==> src/rtl/pfq_pkg.sv <==
package pfq_pkg;
  parameter int unsigned WORD_W = 16;
  parameter int unsigned ADDR_W = 16;
  localparam int unsigned SLOTS = 3;
  localparam int unsigned OCC_W = $clog2(SLOTS + 1);
  localparam int unsigned ADDR_STEP = WORD_W / 8;
  localparam int unsigned HEAD = 0;
  localparam int unsigned MID  = 1;
  localparam int unsigned HOLD = 2;

  typedef logic [WORD_W-1:0] word_t;
  typedef logic [ADDR_W-1:0] addr_t;
  typedef logic [OCC_W-1:0]  occ_t;
endpackage

==> src/rtl/pfq_rst_sync.sv <==
module pfq_rst_sync #(
  parameter int unsigned STAGES = 2
) (
  input  logic clk_i,
  input  logic rst_ni,
  output logic rst_no
);
  logic [STAGES-1:0] sync_q;

  always_ff @(posedge clk_i or negedge rst_ni) begin
    if (!rst_ni) sync_q <= '0;
    else         sync_q <= {sync_q[STAGES-2:0], 1'b1};
  end

  assign rst_no = sync_q[STAGES-1];
endmodule

==> src/rtl/pfq_fetch.sv <==
module pfq_fetch
  import pfq_pkg::*;
#(
  parameter addr_t RESET_ADDR = '0
) (
  input  logic  clk_i,
  input  logic  rst_ni,
  input  logic  flush_i,
  input  addr_t flush_addr_i,
  input  logic  busy_i,
  input  occ_t  occ_next_i,
  output logic  req_o,
  output addr_t addr_o,
  output logic  arr_o
);
  addr_t addr_q, addr_d;
  logic  pend_q, pend_d;
  logic  addr_en;

  // next state
  always_comb begin
    req_o   = !busy_i && !flush_i && (occ_next_i < occ_t'(SLOTS));
    arr_o   = pend_q && !flush_i;
    pend_d  = req_o;
    addr_en = flush_i || req_o;
    if (flush_i) addr_d = flush_addr_i;
    else         addr_d = addr_q + addr_t'(ADDR_STEP);
  end

  // registers
  always_ff @(posedge clk_i or negedge rst_ni) begin
    if (!rst_ni) begin
      addr_q <= RESET_ADDR;
      pend_q <= 1'b0;
    end else begin
      pend_q <= pend_d;
      if (addr_en) addr_q <= addr_d;
    end
  end

  assign addr_o = addr_q;

  AST_ADDR_STEP: assert property (@(posedge clk_i) disable iff (!rst_ni)
    ($past(rst_ni) && $past(req_o)) |-> (addr_q == $past(addr_q) + addr_t'(ADDR_STEP)));

  AST_FLUSH_DROPS: assert property (@(posedge clk_i) disable iff (!rst_ni)
    flush_i |=> !arr_o);
endmodule

==> src/rtl/pfq_slots.sv <==
module pfq_slots
  import pfq_pkg::*;
(
  input  logic  clk_i,
  input  logic  rst_ni,
  input  logic  flush_i,
  input  logic  wr_i,
  input  word_t wr_data_i,
  input  logic  take_i,
  output logic  head_vld_o,
  output word_t head_o,
  output occ_t  occ_next_o
);
  logic [SLOTS-1:0] vld_q, vld_d, ld;
  word_t            dat_q [SLOTS];
  word_t            dat_d [SLOTS];
  logic             take, shift;

  // next state
  always_comb begin
    vld_d = vld_q;
    ld    = '0;
    for (int i = 0; i < SLOTS; i++) dat_d[i] = dat_q[i];
    take  = take_i && vld_q[HEAD];
    shift = !vld_q[HEAD] || take;

    if (flush_i) begin
      vld_d = '0;
    end else if (shift) begin
      if (vld_q[MID]) begin
        vld_d[HEAD] = 1'b1;
        dat_d[HEAD] = dat_q[MID];
        ld[HEAD]    = 1'b1;
        if (vld_q[HOLD]) begin
          vld_d[MID]  = 1'b1;
          dat_d[MID]  = dat_q[HOLD];
          ld[MID]     = 1'b1;
          vld_d[HOLD] = wr_i;
          if (wr_i) begin
            dat_d[HOLD] = wr_data_i;
            ld[HOLD]    = 1'b1;
          end
        end else begin
          vld_d[MID] = wr_i;
          if (wr_i) begin
            dat_d[MID] = wr_data_i;
            ld[MID]    = 1'b1;
          end
        end
      end else begin
        vld_d[HEAD] = 1'b0;
        vld_d[HOLD] = 1'b0;
        vld_d[MID]  = wr_i;
        if (wr_i) begin
          dat_d[MID] = wr_data_i;
          ld[MID]    = 1'b1;
        end
      end
    end else begin
      if (vld_q[MID]) begin
        if (wr_i) begin
          vld_d[HOLD] = 1'b1;
          dat_d[HOLD] = wr_data_i;
          ld[HOLD]    = 1'b1;
        end
      end else if (wr_i) begin
        vld_d[MID] = 1'b1;
        dat_d[MID] = wr_data_i;
        ld[MID]    = 1'b1;
      end
    end
  end

  // registers
  always_ff @(posedge clk_i or negedge rst_ni) begin
    if (!rst_ni) vld_q <= '0;
    else         vld_q <= vld_d;
  end

  for (genvar g = 0; g < SLOTS; g++) begin : g_slot
    always_ff @(posedge clk_i) begin
      if (ld[g]) dat_q[g] <= dat_d[g];
    end
  end

  assign head_vld_o = vld_q[HEAD];
  assign head_o     = dat_q[HEAD];
  assign occ_next_o = occ_t'($countones(vld_d));

  AST_NO_OVERFLOW: assert property (@(posedge clk_i) disable iff (!rst_ni)
    (wr_i && !flush_i && !take) |-> !(&vld_q));

  AST_HOLD_ORDER: assert property (@(posedge clk_i) disable iff (!rst_ni)
    vld_q[HOLD] |-> (vld_q[HEAD] && vld_q[MID]));
endmodule

==> src/rtl/instr_prefetch_q.sv <==
module instr_prefetch_q
  import pfq_pkg::*;
#(
  parameter addr_t RESET_ADDR = '0
) (
  input  logic              clk_i,
  input  logic              rst_ni,
  input  logic              flush_i,
  input  logic [ADDR_W-1:0] flush_addr_i,
  input  logic              core_busy_i,
  output logic              fetch_req_o,
  output logic [ADDR_W-1:0] fetch_addr_o,
  input  logic [WORD_W-1:0] fetch_data_i,
  input  logic              consume_i,
  output logic              instr_valid_o,
  output logic [WORD_W-1:0] instr_o
);
  logic rst_n;
  logic arr;
  occ_t occ_next;

  pfq_rst_sync #(.STAGES(2)) i_rst_sync (
    .clk_i  (clk_i),
    .rst_ni (rst_ni),
    .rst_no (rst_n)
  );

  pfq_fetch #(.RESET_ADDR(RESET_ADDR)) i_fetch (
    .clk_i        (clk_i),
    .rst_ni       (rst_n),
    .flush_i      (flush_i),
    .flush_addr_i (flush_addr_i),
    .busy_i       (core_busy_i),
    .occ_next_i   (occ_next),
    .req_o        (fetch_req_o),
    .addr_o       (fetch_addr_o),
    .arr_o        (arr)
  );

  pfq_slots i_slots (
    .clk_i      (clk_i),
    .rst_ni     (rst_n),
    .flush_i    (flush_i),
    .wr_i       (arr),
    .wr_data_i  (fetch_data_i),
    .take_i     (consume_i),
    .head_vld_o (instr_valid_o),
    .head_o     (instr_o),
    .occ_next_o (occ_next)
  );

  AST_BUSY_NO_REQ: assert property (@(posedge clk_i) disable iff (!rst_n)
    core_busy_i |-> !fetch_req_o);

  AST_FLUSH_EMPTY: assert property (@(posedge clk_i) disable iff (!rst_n)
    flush_i |=> !instr_valid_o);

  AST_HEAD_HOLDS: assert property (@(posedge clk_i) disable iff (!rst_n)
    (instr_valid_o && !consume_i && !flush_i) |=> (instr_valid_o && $stable(instr_o)));
endmodule

==> config.mk <==
export PLATFORM = sky130hd
export DESIGN_NAME = instr_prefetch_q
export DESIGN_NICKNAME = d
export VERILOG_FILES = /design/src/rtl/pfq_pkg.sv /design/src/rtl/pfq_rst_sync.sv /design/src/rtl/pfq_fetch.sv /design/src/rtl/pfq_slots.sv /design/src/rtl/instr_prefetch_q.sv
export SDC_FILE = /design/constraint.sdc
export NUM_CORES = 1
export LEC_CHECK = 0
export BUFFER_PORTS_ARGS = -buffer_cell sky130_fd_sc_hd__buf_4
export CORE_ASPECT_RATIO = 1.25
export CORE_MARGIN = 2
export CORE_UTILIZATION = 24
export DETAILED_ROUTE_END_ITERATION = 6
export GPL_TIMING_DRIVEN = 0
export PLACE_DENSITY = 0.39
export SYNTH_ARGS = -nofsm -noshare
export SYNTH_HDL_FRONTEND = slang
export SYNTH_HIERARCHICAL = 1
export SYNTH_SLANG_ARGS = --single-unit
==> constraint.sdc <==
create_clock -name clk_i -period 5.9 [get_ports clk_i]
set_input_delay 0.885 -clock clk_i [delete_from_list [all_inputs] [get_ports clk_i]]
set_output_delay 0.885 -clock clk_i [all_outputs]
set_load 0.02 [all_outputs]
* Yosys cells after proc, flatten, opt, wreduce, memory -nomap -nowiden *
Memory sizes are Yosys's and may differ from the RTL's.
Index checks and enable logic that the tools add are counted.

storage, ports and cells
  RAM bits = 48
  memories kept = 1
  bits of input ports = 37
  register bits = 22
  output and inout port bits = 34

memory list
  name           words  bits a word  read ports  clocked after memory_dff  write ports  RTL line         text
  i_slots.dat_q  3      16           3           0                         3            pfq_slots.sv:15  word_t dat_q [SLOTS];

operators by class
  reduce and logical (&&, ||, !) cells = 9
  order comparisons = 1
  add/subtract/negate cells = 3
  multiplexer cells = 39

operator list
  kind                                                             number
  16-bit two-way mux                                               11
  48-bit two-way mux                                               1
  32-bit two-way mux                                               1
  1-bit two-way mux                                                21
  16-bit by 2-bit adder with 16-bit output, second input constant  1
  3-bit two-way mux                                                3
  1-bit logical AND                                                4
  2-bit two-way mux                                                2
  1-bit logical NOT                                                3
  1-bit by 1-bit adder with 2-bit output                           1
  2-bit by 1-bit adder with 2-bit output                           1
  1-bit logical OR                                                 2
  2-bit < comparator, second input constant                        1

* Depth between registers and ports, before layout *
  depth after elaboration = 11
  mapped depth = 11
  depth with buffers taken out = 8

* By module *
The synthesis kept the hierarchy.

by module, submodules not included
  module        seq. area each (µm²)  area an instance (µm²)  cells an instance  times used
  pfq_slots     1516.5                2230.9                  119                1
  pfq_fetch     425.4                 912.1                   98                 1
  pfq_rst_sync  50.0                  53.8                    3                  1

* Least setup slack after synthesis *
No wires, ideal clock.

  kind = input -> output
  from = input flush_i
  to = output fetch_req_o
  data required time = 5015 ps
  setup slack = 2220 ps
  stages = 9
  arrival time = 2795 ps
  path through = clkbuf_1 > nor2b_1 > buf_6 > buf_12 > nand3b_1 > o22ai_1 > fa_1 > a21o_4 > nor2_1

RTL lines
  element                                                           RTL line                          text
  start, declared                                                   instr_prefetch_q.sv:8             input logic flush_i,
  1-bit logical NOT (*)                                             pfq_fetch.sv:23                   arr_o = pend_q && !flush_i;
  1-bit logical AND (*)                                             pfq_fetch.sv:23
  named net arr                                                     instr_prefetch_q.sv:19            logic arr;
  1-bit two-way mux (on tied branches)                              pfq_slots.sv:61, pfq_slots.sv:34
  1-bit two-way mux or 3-bit two-way mux (tied branches)            pfq_slots.sv:60, pfq_slots.sv:30
  2-bit two-way mux (*)                                             pfq_slots.sv:29                   end else if (shift) begin
  3-bit two-way mux (*)                                             pfq_slots.sv:27                   if (flush_i) begin
  named net i_slots.vld_d[2]                                        pfq_slots.sv:14                   logic [SLOTS-1:0] vld_q, vld_d, ld;
  2-bit by 1-bit adder with 2-bit output (implied by the code) (*)  pfq_slots.sv:88                   assign occ_next_o = occ_t'($countones(vld_d));
  named net occ_next[0]                                             instr_prefetch_q.sv:20            occ_t occ_next;
  2-bit < comparator (*)                                            pfq_fetch.sv:22                   req_o = !busy_i && !flush_i && (occ_next_i < occ_t'(SLOTS));
  1-bit logical AND (*)                                             pfq_fetch.sv:22
  end, declared                                                     instr_prefetch_q.sv:11            output logic fetch_req_o,

Mark *: on every way through the listed nets, which the timed path passes. The rest lies on a longest branch.

* Worst setup path in the final report *
Ends and elaborated chain as after synthesis.

==> results.rst <==
.. list-table::
   :header-rows: 1

   * - Metric
     - Value
   * - Synthesized area divided by synthesized cell count
     - approximately 15 um2
   * - Syn Std Cell Area
     - between 0.003 and 0.004 mm2
   * - Seq/Total Area, Yosys
     - 62.3%
   * - Outcome
     - finished, final reports clean
   * - RePlAce Congestion
     - 0.769
   * - Worst R2R Setup Slack
     - 2750 ps
   * - Number of global-route vias before repair
     - 2057
   * - Final setup fails
     - 0
   * - Core outline area
     - 0.0131 mm2
   * - I/O pins
     - 71
   * - Number of vias after detailed routing
     - 1996
   * - Final critical path time including I/O delays and setup
     - 4200 ps
   * - Endpoint of the lowest-slack register-to-register path
     - i_fetch/addr_o[12]
   * - Most common cell in the synthesized netlist
     - edfxtp_1
   * - Final total power
     - 1.15 mW
   * - FP Rows
     - 47
   * - Filler instances
     - 1322
   * - Die outline height
     - 133 um
   * - Combined flip-flop and latch cell area
     - ~0.0020 mm2
   * - Number of nets in the final layout
     - 343
   * - Total routing resource utilization after global routing
     - 10.3%
   * - Class of the tightest hold or removal check
     - in2async
   * - Maximum net fanout on the critical path
     - 10
   * - Maximum level of the CTS H-tree
     - 3
   * - Number of synthesis warnings
     - 6
   * - Leakage
     - 1.65 nW
   * - Number of buffers created by CTS
     - 9
   * - FF+latch count, synth
     - 70
   * - Number of gates resized after cts
     - 0
   * - Ys flop type
     - edfxtp_1
   * - Power density of the placed cells
     - 270 mW/mm2
   * - CP Capture Type
     - primary output
   * - Logic gate share of total power
     - 9.6%
   * - Post-route setup TNS
     - 0 ps
   * - DIE WIDTH
     - roughly 110 um
   * - Clock latency on the worst-skew pair
     - around 320 ps
   * - Met1 Usage GRT
     - 13.1%
   * - Share of cells above drive strength 1
     - between 40% and 50%
   * - Effective utilization at floorplan
     - 24.4%
   * - Area of combinational cells with multiple inputs
     - 0.00103 mm2
   * - Root Driver
     - clkbuf_16
   * - Fraction of power spent switching nets
     - 23.8%
   * - Portion of total power attributed to sequential cells
     - 48.5%
   * - Commonest cells post-synth
     - 48 x edfxtp_1, 22 x dfrtp_1, 19 x nand2_1
   * - 1st-pass router iterations
     - 7
   * - Final Hold Slack
     - 330 ps
   * - Reg-to-reg critical path startpoint
     - i_fetch/pend_q
   * - Rel. slew slack
     - 40.4%
   * - Clock-pin slew on the worst setup and hold paths
     - 60 ps
   * - # Post-CTS Setup Buffers
     - 0
   * - GR Util met3
     - about 2.9%
   * - Cell count of the worst reg-to-reg path
     - 10
   * - Timing-limited maximum frequency
     - 238 MHz
   * - Average detailed-routed wire length per instance
     - 14.1 um
   * - Period utilization
     - 71.1%
   * - Final hold violation count
     - 0
   * - Psw
     - 275 uW
   * - Unrepaired setup endpoints after global routing
     - no
   * - Part of the power in the clock network
     - 41.8%
   * - Clock tree buffer depth
     - 2
   * - Synth unique cells
     - 39
   * - Share of the synthesized area in the top cell type
     - 45.1%
   * - Final Max Slew Viols
     - 0
   * - Antenna viol nets, final
     - 0
   * - Peak supply drop
     - just under 0.1 mV
   * - CTS Sinks
     - 70
   * - Number of remaining DRC errors
     - 0
   * - Measured slew at the worst slew-check pin
     - 895 ps
   * - Hold bufs inserted after CTS
     - 0
   * - Number of buffer cells added on primary ports
     - 70
   * - Initial antenna violation count
     - 0
   * - Ranking of synthesized cells by area
     - edfxtp_1 45%, dfrtp_1 17%, mux2_4 8.5%, mux2_2 5.3%, buf_4 4.0%
   * - MaxCap Viol Count
     - 0
   * - Number of flops mapped to enable cells by yosys
     - 48
   * - Post-detailed-route via-to-cell ratio
     - 4.16
   * - Timing startpoint of the critical path
     - flush_i
   * - Maximum number of pins on one net before global-route repair
     - 21
   * - HPWL after detailed placement
     - 4850 um
   * - CTS tree
     - done
   * - Global-route layer with the greatest usage
     - met2
   * - Overall die area
     - 0.0143 mm2
   * - Int Power
     - ~880 uW
   * - Total length of routed wires
     - 6790 um
   * - Area growth from synthesis to layout
     - 33.5%
   * - Proportion of synthesized flip-flops having asynchronous set or reset
     - 31.4%
   * - Clock Skew
     - between 6 and 7 ps
   * - Type of element launching the critical path
     - input port
   * - Critical Path RT
     - 5020 ps
   * - # diodes
     - 0
   * - Overflow after GRT
     - 0
   * - Post-synth top area cell
     - edfxtp_1
   * - Arr. time, crit path
     - 3310 ps
   * - Net Count, Synth
     - around 260
   * - First-pass GRT wire length
     - 11100 um
   * - Gate count after technology mapping
     - 220
   * - GR met2 Demand/Resource
     - about 16%
   * - Drt first-iter violations
     - 80
   * - Critical setup path kind
     - in2out
-- layout make-up --
class / instances / share of cell area [%]
inverter: 4 / 0.352
multi-input combinational: 123 / 24.1
timing repair buffer: 73 / 13.3
buffer: 23 / 4.34
sequential: 70 / 46.7
clock buffer: 9 / 5.28
tap: 171 / 5.01
clock inverter: 7 / 0.967
-- routing by layer --
metal / vias to the layer above / routed length (um)
met3: 4 / 366
met4: 0 / 42
met1: 965 / 3010
met2: 61 / 3380
li1: 966 / -
met5: - / 0
-- layout by cell type, fill, tap and decap left out, types with 4 or more instances in the layout --
master and instances:
nand4_1 5, mux2_2 15, o21ai_0 13, nand2_1 19
nor2_1 6, buf_4 87, dfrtp_1 22, inv_1 4
edfxtp_1 48, xnor2_1 6, clkbuf_16 9, nor4_1 5
xor2_1 5, mux2_4 18
-- worst max-delay path by stage --
stage / end / slack, ps / depth (start not counted)
after floorplan: fetch_req_o / 2220 / 9
after global placement: i_slots/dat_q[0][31] / 1140 / 7
after detailed placement: i_fetch/addr_o[12] / 1650 / 12
after CTS: fetch_req_o / 1650 / 11
after global routing: fetch_req_o / 1470 / 11
final: fetch_req_o / 1700 / 11
-- critical path, cell delays in order --
cell      delay, ps
buf_4           150
clkbuf_1        250
nor2b_1         230
buf_6           190
buf_12          160
nand3b_1        120
o22ai_1         250
fa_1            490
a21o_4          260
nor2_1          150
buf_4           170
-- registers in the layout, summed over array words and instances, names as in the netlist --
| name | cells |
|---|---|
| i_fetch/addr_o | 16 |
| i_fetch/pend_q | 1 |
| i_rst_sync/sync_q | 2 |
| i_slots/dat_q | 48 |
| i_slots/vld_q | 3 |
-- power by group through the flow --
stage | clock network, mW | logic (mW) | registers, mW
floorplan | 0 | 0.0456 | 0.580
global placement | 0 | 0.110 | 0.571
detailed placement | 0 | 0.113 | 0.570
CTS | 0.505 | 0.113 | 0.561
global route | 0.532 | 0.121 | 0.565
finish | 0.483 | 0.111 | 0.561
-- cells by family (layout without fill, tap and decap cells) --
family / Yosys count / in the layout / synth area share [%]
AOI/OAI and AO/OA: 24 / 24 / 4.70
xor gates and xnor gates: 11 / 11 / 3.01
adders and majority gates: 2 / 2 / 1.02
buffers and inverters: 27 / 116 / 6.26
DFF: 70 / 70 / 62.3
muxes: 34 / 34 / 14.1
other: 1 / 1 / 0.117
and+or+nand+nor: 51 / 51 / 8.53
-- per-stage QoR --
stage	area, um2	setup WS (ps)	cells	utilization [%]
floorplan	3200	2220	220	-
global placement	3940	1140	461	30.0
detailed placement	4000	1650	464	30.5
CTS	4270	1650	480	32.6
global route	4270	1470	480	32.6
finish	4270	1700	480	32.6
Note: power is estimated with default switching activity, not from simulation.
